===== config.mk =====
export PLATFORM = sky130hd
export DESIGN_NAME = tslave_ctrl
export DESIGN_NICKNAME = d
export VERILOG_FILES = /design/src/rtl/tslave_ctrl.sv
export SDC_FILE = /design/constraint.sdc
export NUM_CORES = 1
export LEC_CHECK = 0
export ABC_AREA = 1
export ABC_CLOCK_PERIOD_IN_PS = 2200
export BUFFER_PORTS_ARGS = -buffer_cell sky130_fd_sc_hd__buf_4
export CAP_MARGIN = 40
export CORE_MARGIN = 1
export CORE_UTILIZATION = 50
export DETAILED_ROUTE_END_ITERATION = 8
export GPL_TIMING_DRIVEN = 0
export PLACE_DENSITY_LB_ADDON = 0.15
export SLEW_MARGIN = 5
export SYNTH_ARGS = -nofsm -noshare
export SYNTH_HDL_FRONTEND = slang
export SYNTH_SLANG_ARGS = --single-unit

===== constraint.sdc =====
create_clock -name clk -period 2.2 [get_ports clk]
set_clock_uncertainty 0.05 [all_clocks]
set_input_delay 0.33 -clock clk [delete_from_list [all_inputs] [get_ports clk]]
set_output_delay 0.33 -clock clk [all_outputs]
set_load 0.005 [all_outputs]

===== src/rtl/tslave_ctrl.sv =====
module tslave_ctrl #(
  parameter int CW = 16
) (
  input  logic          clk,
  input  logic          rst_n,
  input  logic [2:0]    trig_sel,
  input  logic [3:0]    itr,
  input  logic          ti1,
  input  logic          ti1f,
  input  logic          ti2f,
  input  logic          etrf,
  input  logic          msm,
  input  logic          sw_en_wr,
  input  logic          sw_en_val,
  input  logic          mode_wr,
  input  logic [2:0]    mode_wdata,
  input  logic          preload_en,
  input  logic          preload_src,
  input  logic          index_evt,
  input  logic [CW-1:0] arr,
  output logic [CW-1:0] cnt,
  output logic          cnt_en,
  output logic [2:0]    active_mode,
  output logic          tick,
  output logic          cnt_rst,
  output logic          upd_evt,
  output logic          trg_out
);

  localparam logic [2:0] M_RESET = 3'd4;
  localparam logic [2:0] M_GATED = 3'd5;
  localparam logic [2:0] M_START = 3'd6;
  localparam logic [2:0] M_EXTCK = 3'd7;

  logic       ti1_q, prev_lvl, edge_q, lvl_q;
  logic [2:0] sel_q, shadow;
  logic       sel_lvl, edge_raw, trig_act, trig_lvl, wrap, xfer;

  wire ti1_ed = ti1 ^ ti1_q;

  always_comb begin
    case (trig_sel)
      3'd0:    sel_lvl = itr[0];
      3'd1:    sel_lvl = itr[1];
      3'd2:    sel_lvl = itr[2];
      3'd3:    sel_lvl = itr[3];
      3'd4:    sel_lvl = ti1_ed;
      3'd5:    sel_lvl = ti1f;
      3'd6:    sel_lvl = ti2f;
      default: sel_lvl = etrf;
    endcase
  end

  assign edge_raw = sel_lvl & ~prev_lvl & (trig_sel == sel_q);
  assign trig_act = msm ? edge_q : edge_raw;
  assign trig_lvl = msm ? lvl_q : sel_lvl;
  assign trg_out  = edge_raw;

  always_ff @(posedge clk or negedge rst_n) begin
    if (!rst_n) begin
      ti1_q    <= 1'b0;
      prev_lvl <= 1'b0;
      sel_q    <= 3'd0;
      edge_q   <= 1'b0;
      lvl_q    <= 1'b0;
    end else begin
      ti1_q    <= ti1;
      prev_lvl <= sel_lvl;
      sel_q    <= trig_sel;
      edge_q   <= edge_raw;
      lvl_q    <= sel_lvl;
    end
  end

  always_comb begin
    case (active_mode)
      M_GATED: tick = cnt_en & trig_lvl;
      M_EXTCK: tick = cnt_en & trig_act;
      default: tick = cnt_en;
    endcase
  end

  assign cnt_rst = (active_mode == M_RESET) & trig_act;
  assign wrap    = tick & ~cnt_rst & (cnt == arr);
  assign upd_evt = cnt_rst | wrap;
  assign xfer    = preload_src ? index_evt : upd_evt;

  always_ff @(posedge clk or negedge rst_n) begin
    if (!rst_n)
      cnt <= '0;
    else if (cnt_rst || wrap)
      cnt <= '0;
    else if (tick)
      cnt <= cnt + 1'b1;
  end

  always_ff @(posedge clk or negedge rst_n) begin
    if (!rst_n)
      cnt_en <= 1'b0;
    else if (sw_en_wr)
      cnt_en <= sw_en_val;
    else if (active_mode == M_START && trig_act)
      cnt_en <= 1'b1;
  end

  always_ff @(posedge clk or negedge rst_n) begin
    if (!rst_n) begin
      shadow      <= 3'd0;
      active_mode <= 3'd0;
    end else begin
      if (mode_wr)
        shadow <= mode_wdata;
      if (mode_wr && !preload_en)
        active_mode <= mode_wdata;
      else if (preload_en && xfer)
        active_mode <= shadow;
    end
  end

endmodule


# After elaboration in Yosys (flattened, before gate mapping)
# Cells that the tools add are included.
# op_classes
n_addsub	1
n_eq_ne	12
bitwise	11
n_reduce_logical	9
n_mux	11
# op_table
cell	count
16-bit two-way mux	2
3-bit equality test, second input constant	7
16-bit by 1-bit adder with 16-bit output, second input constant	1
16-bit equality test	1
1-bit AND	7
1-bit case mux with 7 select lines	1
3-bit by 2-bit equality test with 1-bit output, second input constant	2
3-bit two-way mux	2
2-bit nonzero test	3
1-bit two-way mux	5
3-bit by 1-bit equality test with 1-bit output, second input constant	1
3-bit equality test	1
1-bit logical AND	3
3-bit zero test	1
1-bit inverter	2
1-bit case mux with 2 select lines	1
1-bit zero test	1
1-bit logical OR	1
1-bit bitwise OR	1
1-bit XOR	1
# word_totals
in_bits	39
word_cells	52
reg_bits	29
output_inout_bits	24

# Logic depth before layout (Yosys ltp)
# logic_depth
word_depth	14
ltp_mapped	19
depth_no_buf	18

# Least setup slack after synthesis
# No wires, ideal clock.
# synth_path
path_type	input to output
from	in trig_sel[2]
to	out upd_evt
t_required_ns	1.820
arrival_ns	1.355
path_slack_ns	0.465
n_path_buf	1
cell_stages	12
path_cell_list	buf_6 > xnor2_1 > nand2_1 > nor2_1 > nand3_1 > nand2_1 > nand3_1 > nand2_2 > nand2_4 > nand2_4 > nand2_4 > inv_2
# synth_between
elab_chain_len	10
word_cells_on_any_way	21
classes_between	eq/ne: 7; mux: 4; bitwise: 9; reduce/logical: 1
# synth_lines
item	line	rtl
start: declaration	6	input logic [2:0] trig_sel,
3-bit equality test (tied with other cells)	42	case (trig_sel)
1-bit case mux with 7 select lines	42	
1-bit AND (2 in a row)	54	assign edge_raw = sel_lvl & ~prev_lvl & (trig_sel == sel_q);
1-bit two-way mux	55	assign trig_act = msm ? edge_q : edge_raw;
1-bit AND (on tied branches)	78, 83	
1-bit case mux with 2 select lines or 1-bit inverter (tied branches)	76, 84	
1-bit AND (2 in a row)	84	assign wrap = tick & ~cnt_rst & (cnt == arr);
1-bit bitwise OR (*)	85	assign upd_evt = cnt_rst | wrap;
end: declaration	26	output logic upd_evt,
# Mark *: on every way between the ends. The rest lies on a longest branch, timed or not.

# Worst setup path in the final report
# layout_path
from	reg cnt[14]
to	out upd_evt
# layout_between
elab_chain_len	3
# layout_lines
item	line	rtl
start: declaration	21	output logic [CW-1:0] cnt,
start signal: assignment	94	cnt <= cnt + 1'b1;
16-bit equality test	84	
1-bit AND	84	
1-bit bitwise OR	85	
# Every way passes these cells.

==> impl_metrics.tcl <==
set metrics [dict create \
    status "complete, no violations" \
    cp-end-kind "output pin" \
    clock-sinks 29 \
    drive_above_1_share 0.3313 \
    dieArea_sq_mm 0.003858 \
    antenna_found_initial 0 \
    grtUsageTotal 0.2250 \
    syn_inst 250 \
    slew_headroom 0.7181 \
    rsz0062_at_grt "true" \
    maxCapViolations 0 \
    crit_path_start "cnt[14]" \
    overflow 0 \
    fillCellCount 276 \
    routed_wl_mm 4.345 \
    diodes 0 \
    worstPathRequired_ns 1.82 \
    vias_per_cell 5.116 \
    place_congestion 0.8391 \
    clk_pin_slew_ns 0.09 \
    worst_setup_path_start_kind "flop" \
    start_util 0.5330 \
    vias 1934 \
    synth_seq_area_share 0.4017 \
    drt_iter0_drc 92 \
    die_width_um 62.11 \
    path_class "reg2out" \
    pin_count 63 \
    die_y_um 62.11 \
    numCtsBuffers 5 \
    synth-warning-count 0 \
    drv_slew 0 \
    syn_avg_cell_area_sq_um 7.227 \
    syn_nets 290 \
    port_buffers 62 \
    finalCritPeriodShare 0.9868 \
    crit_chain "xnor2_1, nand4_1, nor4_2, nand2_1, nand2_4, nand2_8, inv_8, buf_6" \
    final_cell_mix "buf_4, nand2_1, inv_1, dfrtp_1, nor2_1" \
    power.leakage_nw 1.363 \
    nets 371 \
    drtAntennaViolNets 0 \
    area_growth_pct 40.86 \
    hold_viol 0 \
    m1WireLength_mm 1.909 \
    synth_cell_types 27 \
    insertion_delay_ns 0.32 \
    core_area_sq_mm 0.003390 \
    drc 0 \
    rr_startpoint "sel_q[1]" \
    synth.cell_area_sq_mm 0.001807 \
    min_path_type "in2reg" \
    max_freq_mhz 460.6 \
    p_per_area_mw_per_mm2 792.5 \
    final-setup-viol-count 0 \
    max_slew.worst_pin.slew_ns 0.4196 \
    pre_cts_slack_ns 0.01923 \
    grt_pass1_wl_mm 6.886 \
    synth_edf_count 0 \
    clockBufferDepth 2 \
    critPathMaxFanout 5 \
    synth_seq_cells 29 \
    drt_first_pass_iters 5 \
    multi_input_area_sq_um 955.9 \
    final_common_cell "buf_4" \
    power_mw 2.017 \
    worstPathArrival_ns 1.79 \
    layout.area.seq_sq_um 729.5 \
    wl_met3_um 259 \
    async_flop_share 1.000 \
    synth_ff_type "dfrtp_1" \
    grt_pass1_vias 1669 \
    cpMaxStageDelayCell "dfrtp_1" \
    root_buffer "clkbuf_4" \
    timing.final.ws_setup_ns 0.02898 \
    htreeDepth 2 \
    hold_start "trig_sel[2]" \
    dp_hpwl_mm 3.077 \
    ir_drop_uv 450.6 \
    grt_start_max_net_pins 30 \
    wl_met2_mm 2.098 \
    cts_tree "done" \
    top_layer "met4" \
    cpPeakStageDelay_ns 0.41 \
    route.detailed.wl_per_inst_um 11.49 \
    min_period_ns 2.171 \
    rows 21 \
]
[critical path, delay by kind of cell, from the launching register on]
family | cells | cell delay [ns]
XOR/XNOR | 1 | 0.20
flip-flops | 1 | 0.41
AND/OR/NAND/NOR | 5 | 0.71
buffers and inverters | 2 | 0.15
[cell families (layout without fill, tap and decap cells)]
| kind of cell | count (synthesis) | count (layout) | synth area share |
|---|---|---|---|
| simple gates | 130 | 130 | 0.3248 |
| flops | 29 | 29 | 0.4017 |
| compound gates | 34 | 34 | 0.1066 |
| fa+ha+maj | 1 | 1 | 0.006924 |
| xor+xnor | 12 | 12 | 0.05817 |
| buf+inv | 44 | 126 | 0.1018 |
[repair_timing]
action | CTS | global route
pin swaps | 1 | 7
cloned | 0 | 0
hold endpoints to repair | 29 | 0
resized for setup | 7 | 16
endpoints found under the setup margin | 1 | 2
hold buffers | 1 | 0
buffers inserted | 3 | 8
[Yosys cell counts (2+ instances only)]
cell type	n	share of area
a31oi_1	3	0.010
buf_6	2	0.012
nor4_1	3	0.010
inv_2	2	0.0042
or2_2	5	0.017
o211ai_1	2	0.0083
o21ai_1	5	0.014
nor3_1	7	0.019
nor2_1	21	0.044
a21oi_1	13	0.036
inv_1	39	0.081
xnor2_1	8	0.039
nand3_1	13	0.036
nand2_2	3	0.010
nand2_1	67	0.14
nand4_1	5	0.017
nor3b_1	2	0.0083
o2111ai_1	2	0.0097
xor2_1	4	0.019
o21ai_0	7	0.019
dfrtp_1	29	0.40
nand2_4	3	0.019
[per-stage QoR]
step	setup TNS, ns	utilization	instances	instance area, sq um	hold slack, ns
after floorplan	0	-	250	1807	-0.01559
after global placement	0	0.6873	358	2330	0.2293
after detailed placement	0	0.6873	358	2330	0.2262
after CTS	0	0.7176	370	2432	0.06704
after global routing	-0.1333	0.7508	378	2545	0.05620
final	0	0.7508	378	2545	0.07898
[worst paths after layout]
check	slack (ns)	to	cells after the start
max in group asynchronous	1.38	cnt[11]	2
min	0.08	sel_q[2]	1
max reg2reg	0.28	cnt[13]	13
min in group asynchronous	0.42	ti1_q	2
max	0.03	upd_evt	8
min reg2reg	0.44	cnt[13]	1
[layer usage]
| layer | track usage | vias up |
|---|---|---|
| li1 | - | 965 |
| met1 | 0.2667 | 874 |
| met2 | 0.3970 | 85 |
| met3 | 0.04779 | 10 |
| met4 | 0.08721 | 0 |
| met5 | 0 | - |
[layout make-up]
cell class              count  share of cell area
plain buffers               3             0.01180
clock buffers               8             0.01917
inverters                  41             0.06342
multi-input cells         177              0.3756
flip-flops and latches     29              0.2866
well taps                  46             0.02262
repair buffers             74              0.2207
[sequential cells by signal, summed over array words and instances (netlist names)]
register     count
sel_q            3
active_mode      3
cnt_en           1
shadow           3
cnt             16
lvl_q            1
edge_q           1
ti1_q            1
[power breakdown]
group          internal (mW)  switching (mW)
combinational          0.453           0.453
clock                  0.127           0.177
sequential             0.671           0.135
total                   1.25           0.765
No activity file was read; power rests on OpenSTA's default activity.
